File: src/rtl/cal_alarm_pkg.sv
package cal_alarm_pkg;
  localparam int unsigned FIELD_W    = 8;
  localparam int unsigned NUM_FIELDS = 6;
  localparam int unsigned SET_W      = FIELD_W * NUM_FIELDS;

  typedef enum logic [2:0] {
    F_SEC  = 3'd0,
    F_MIN  = 3'd1,
    F_HOUR = 3'd2,
    F_DATE = 3'd3,
    F_MON  = 3'd4,
    F_DOW  = 3'd5
  } field_e;
endpackage

File: src/rtl/alarm_set_match.sv
module alarm_set_match
  import cal_alarm_pkg::*;
(
  input  logic [SET_W-1:0] time_i,
  input  logic [SET_W-1:0] cfg_i,
  output logic             hit_o
);
  localparam logic [FIELD_W-1:0] VAL_MASK = {1'b0, {(FIELD_W-1){1'b1}}};

  logic [NUM_FIELDS-1:0] en;
  logic [NUM_FIELDS-1:0] fmatch;

  for (genvar f = 0; f < NUM_FIELDS; f++) begin : g_field
    logic [FIELD_W-1:0] diff;
    // live MSB (hour mode bit on the hour byte) is masked out
    assign diff      = (time_i[f*FIELD_W +: FIELD_W] ^ cfg_i[f*FIELD_W +: FIELD_W]) & VAL_MASK;
    assign en[f]     = cfg_i[f*FIELD_W + FIELD_W - 1];
    assign fmatch[f] = !en[f] || (diff == '0);
  end

  assign hit_o = (|en) && (&fmatch);

  always_comb begin
    assert_no_enable_no_hit_R5: assert (!(hit_o && (en == '0)));
  end
endmodule

File: src/rtl/alarm_flag.sv
module alarm_flag (
  input  logic clk_i,
  input  logic rst_ni,
  input  logic set_i,
  input  logic clr_i,
  output logic flag_o
);
  logic flag_q;

  always_ff @(posedge clk_i or negedge rst_ni) begin
    if (!rst_ni)     flag_q <= 1'b0;
    else if (set_i)  flag_q <= 1'b1;
    else if (clr_i)  flag_q <= 1'b0;
  end

  assign flag_o = flag_q;

  assert_rise_needs_set_R3: assert property (@(posedge clk_i) disable iff (!rst_ni)
    $rose(flag_q) |-> $past(set_i));
  assert_fall_needs_clr_R7: assert property (@(posedge clk_i) disable iff (!rst_ni)
    $fell(flag_q) |-> $past(clr_i));
  assert_set_beats_clr_R8: assert property (@(posedge clk_i) disable iff (!rst_ni)
    (set_i && clr_i) |=> flag_q);
endmodule

File: src/rtl/cal_alarm_cmp.sv
module cal_alarm_cmp
  import cal_alarm_pkg::*;
#(
  parameter int unsigned NUM_ALARMS = 2
) (
  input  logic                        clk_i,
  input  logic                        rst_ni,
  input  logic                        tick_i,
  input  logic [SET_W-1:0]            time_i,
  input  logic [NUM_ALARMS*SET_W-1:0] alarm_cfg_i,
  input  logic                        clr_we_i,
  input  logic [NUM_ALARMS-1:0]       clr_mask_i,
  output logic [NUM_ALARMS-1:0]       flags_o
);
  logic [NUM_ALARMS-1:0] hit;

  for (genvar k = 0; k < NUM_ALARMS; k++) begin : g_alarm
    alarm_set_match u_match (
      .time_i (time_i),
      .cfg_i  (alarm_cfg_i[k*SET_W +: SET_W]),
      .hit_o  (hit[k])
    );
    alarm_flag u_flag (
      .clk_i  (clk_i),
      .rst_ni (rst_ni),
      .set_i  (tick_i && hit[k]),
      .clr_i  (clr_we_i && clr_mask_i[k]),
      .flag_o (flags_o[k])
    );
  end

  assert_no_set_without_tick_R3: assert property (@(posedge clk_i) disable iff (!rst_ni)
    !tick_i |=> ((flags_o & ~$past(flags_o)) == '0));
  assert_mask_zero_keeps_R7: assert property (@(posedge clk_i) disable iff (!rst_ni)
    !clr_we_i |=> ((~flags_o & $past(flags_o)) == '0));
endmodule

File: config.mk
export PLATFORM = sky130hd
export DESIGN_NAME = cal_alarm_cmp
export DESIGN_NICKNAME = d
export VERILOG_FILES = /design/src/rtl/cal_alarm_pkg.sv /design/src/rtl/alarm_set_match.sv /design/src/rtl/alarm_flag.sv /design/src/rtl/cal_alarm_cmp.sv
export SDC_FILE = /design/constraint.sdc
export NUM_CORES = 1
export LEC_CHECK = 0
export ABC_AREA = 1
export BUFFER_PORTS_ARGS = -buffer_cell sky130_fd_sc_hd__buf_2
export CAP_MARGIN = 30
export CELL_PAD_IN_SITES_DETAIL_PLACEMENT = 0
export CELL_PAD_IN_SITES_GLOBAL_PLACEMENT = 2
export CORE_UTILIZATION = 14
export CTS_CLUSTER_DIAMETER = 120
export CTS_CLUSTER_SIZE = 8
export DETAILED_ROUTE_END_ITERATION = 10
export PLACE_DENSITY = 0.81
export RECOVER_POWER = 100
export SYNTH_ARGS = -nofsm -noshare
export SYNTH_HDL_FRONTEND = slang
export SYNTH_HIERARCHICAL = 1
export SYNTH_SLANG_ARGS = --single-unit
export TNS_END_PERCENT = 5
File: constraint.sdc
create_clock -name clk_i -period 0.8 [get_ports clk_i]
set_clock_uncertainty 0.1 [all_clocks]
set_input_delay 0.04 -clock clk_i [delete_from_list [all_inputs] [get_ports clk_i]]
set_output_delay 0.04 -clock clk_i [all_outputs]
set_load 0.01 [all_outputs]
==> out/qor.txt <==
delay of the slowest critical-path stage: 0.19 ns
post-layout min period: 0.989 ns
number of unique standard cell types used by synthesis: 10
Slew headroom: 0.867
# H-tree levels: 1
Area growth, synth to finish: 67.8%
total power density per cell area: 610 nW/µm²
Synth Area in Compound Gates: 0.0175
Clock Sinks: 2
post-route cell area: 2640 µm²
max FFs per register: 2
clock-pin slew reported for the worst setup and hold paths after clock tree synthesis: 0.03 ns
number of synthesized register bits: 2
yosys synthesis warning count: 6
cell type contributing the most total cell area after synthesis: sky130_fd_sc_hd__nand2_1
area share of the largest cell type after synthesis: 0.396
RSZ-0062 raised after global routing: true
Final Hold Vio Count: 0
area of the multi-input gates: 1260 µm²
1st-pass router iterations: 3
CP Cell Sequence: buf_2, xnor2_1, nand3_1, o21ai_2, nand3_1, nor2_1, nand2_1, inv_1, inv_1, nand2_1
global-route wire length before repair: 8740 µm
Mapped Cells: 336
global placement routability congestion: 0.714
total half-perimeter wirelength after legalization and detailed placement: 5100 µm
routed length per instance: 8.58 µm
number of ports placed on the die boundary: 152
Floorplan Core Area: 10900 µm²
Met3 Wirelength: 414 µm
sequential share of the synthesized area: 0.0318
Final ANT Viol Nets: 0
top post-synthesis cells by area: sky130_fd_sc_hd__nand2_1, sky130_fd_sc_hd__xnor2_1, sky130_fd_sc_hd__inv_1
kind of cell adding the most delay to the critical path: simple AND/OR/NAND/NOR gates
die area: 11700 µm²
Die Y-Extent: 108 µm
CTS tree: done
TritonCTS Buffers: 3
number of DRC markers after the initial detailed-route iteration: 57
share of power burned in the clock network: 0.243
dominant combinational cell family by area after synthesis: simple AND/OR/NAND/NOR gates
maximum number of buffers from clock root to sink: 2
number of remaining DRC errors: 0
highest layer used for signal routing: met3
Critical Path End Type: register
switching fraction of total power: 0.368
Mapped Nets: 486
proportion of power drawn by flip-flops and latches: 0.066
Post-synth ARST share: 1.00
Setup crit start kind: primary input
Die W: 108 µm
clock insertion delay at the later pin of the skew report: 0.21 ns
netlist area before placement: 1570 µm²
result of the run: finished, violations left
total area of sequential cells: 50.0 µm²
DR vias/cell: 3.48
failing checks: setup timing
final net count: 642
WL met1: 2350 µm
number of global-route vias before repair: 2172
depth of the worst register-to-register path: 2
Crit Path Max Fanout: 2
commonest register cell after synthesis: sky130_fd_sc_hd__dfrtp_1
Hold Path Cell Cnt: 5
post-synthesis average cell area: 4.68 µm²
number of setup buffers added after CTS: 0
post-route worst hold slack: 0.0264 ns
share of synthesized area spent on multiplexers: 0
Max Clock Freq: 1.01 GHz
Final Setup Violations: 4
Internal Dissipation: 1.02 mW
area share of fa/ha/maj cells after synthesis: 0
maximum resistive drop on vdd: 0.277 mV
number of antenna violations at the first check in global routing: 1
met2 wire length: 2650 µm
CTS Root Buffer Type: sky130_fd_sc_hd__clkbuf_8
DP Area: 2510 µm²
fraction of layout instances using a drive strength above 1: 0.339
Worst Setup Slack, final: -0.189 ns
number of rows created at floorplan: 38
total global routing track utilization: 0.0917
Buffers & Inverters on Critical Path: 3
total detailed-routing wirelength: 5410 µm
maximum number of pins on one net before global-route repair: 5
Slew Limit Fails: 0
grt total ovfl: 0
relative contribution of combinational cells to total power: 0.691
switching power of the nets: 0.593 mW
Via Count: 2198
number of maximum-capacitance constraint violations: 0
depth of the critical timing path with buffers and inverters included: 10
Final Cycle Share: 1.24
Worst-Margin Slew: 0.198 ns
Leakage: 1.71 nW
pre-CTS setup slack: -0.481 ns
Post-synth EDFFs: 0
arrival time at the worst endpoint: 1.03 ns
leading post-synthesis cells by instance count: sky130_fd_sc_hd__nand2_1, sky130_fd_sc_hd__inv_1, sky130_fd_sc_hd__xnor2_1
Port Buf Inserts: 145
CP max stage cell: sky130_fd_sc_hd__o21ai_2
data required time at the worst endpoint: 0.84 ns
worst hold-check path type: in -> reg
post-synthesis xor/xnor area fraction: 0.278
count of filler cells inserted in the layout: 1277
startpoint-to-endpoint class of the critical path: in -> reg
most common cell in the netlist: sky130_fd_sc_hd__nand2_1
starting density of the core: 0.145
fraction of the mapped netlist area in simple logic gates: 0.486
==> worst min-delay path: stages <==
cell	delay, ns
sky130_fd_sc_hd__buf_2	0.09
sky130_fd_sc_hd__nand2_1	0.05
sky130_fd_sc_hd__inv_1	0.04
sky130_fd_sc_hd__inv_1	0.03
sky130_fd_sc_hd__nand2_1	0.05
==> power groups by stage <==
stage | clock network [mW] | logic [mW] | registers (mW)
2_1_floorplan | 0 | 0.508 | 0.109
3_3_place_gp | 0 | 1.06 | 0.107
3_5_place_dp | 0 | 1.08 | 0.107
4_1_cts | 0.403 | 1.12 | 0.106
5_1_grt | 0.414 | 1.28 | 0.107
6_report | 0.391 | 1.11 | 0.106
==> cell usage in the layout (no fill, tap or decap), types with 2 or more instances in the layout <==
cell type / instances
sky130_fd_sc_hd__inv_1: 73
sky130_fd_sc_hd__nor2_2: 3
sky130_fd_sc_hd__buf_2: 137
sky130_fd_sc_hd__nand2_1: 165
sky130_fd_sc_hd__inv_2: 5
sky130_fd_sc_hd__a21oi_2: 2
sky130_fd_sc_hd__xnor2_1: 32
sky130_fd_sc_hd__buf_6: 6
sky130_fd_sc_hd__nor2_1: 27
sky130_fd_sc_hd__clkbuf_8: 3
sky130_fd_sc_hd__dfrtp_1: 2
sky130_fd_sc_hd__xnor2_2: 2
sky130_fd_sc_hd__xor2_1: 16
sky130_fd_sc_hd__nand3_1: 4
sky130_fd_sc_hd__buf_4: 5
sky130_fd_sc_hd__nor3_1: 2
==> per-stage QoR <==
step | total power [mW] | utilization | cells | TNS [ns]
6_report | 1.61 | 0.243 | 631 | -0.464
5_1_grt | 1.80 | 0.242 | 630 | -0.852
2_1_floorplan | 0.617 | - | 336 | -0.202
3_5_place_dp | 1.19 | 0.231 | 626 | -0.901
4_1_cts | 1.63 | 0.240 | 630 | -0.546
3_3_place_gp | 1.17 | 0.231 | 626 | -0.888
==> final timing paths <==
kind                                          start                  endpoint  slack, ns
setup / recovery                         time_i[27]  g_alarm[1].u_flag/flag_o      -0.19
hold / removal                               tick_i  g_alarm[0].u_flag/flag_o       0.03
setup reg to reg           g_alarm[1].u_flag/flag_o  g_alarm[1].u_flag/flag_o       0.09
hold reg to reg            g_alarm[0].u_flag/flag_o  g_alarm[0].u_flag/flag_o       0.38
max in group asynchronous                    rst_ni  g_alarm[0].u_flag/flag_o       0.40
min in group asynchronous                    rst_ni  g_alarm[1].u_flag/flag_o       0.07
==> cells by family after synthesis <==
group,Yosys count
DFF,2
buffers and inverters,78
and+or+nand+nor,202
AOI/OAI and AO/OA,4
xor gates and xnor gates,50
==> timing repair <==
item	in CTS	in global routing
endpoints found under the setup margin	4	4
resized for setup	15	9
pin swaps	17	16
hold endpoints to repair	2	0
hold buffers	1	0
==> routing by layer <==
metal	vias up	global-route usage
li1	1251	-
met1	869	0.107
met2	78	0.177
met3	0	0.0145
met4	0	0.0117
met5	-	0
==> final cells by class <==
cell class	count	share of cell area
diodes	1	0.000947
clock buffers	3	0.0156
inverters	78	0.111
multi-input cells	256	0.477
flip-flops and latches	2	0.0189
well taps	140	0.0663
repair buffers	151	0.310
(Power assumes the default switching activity.)
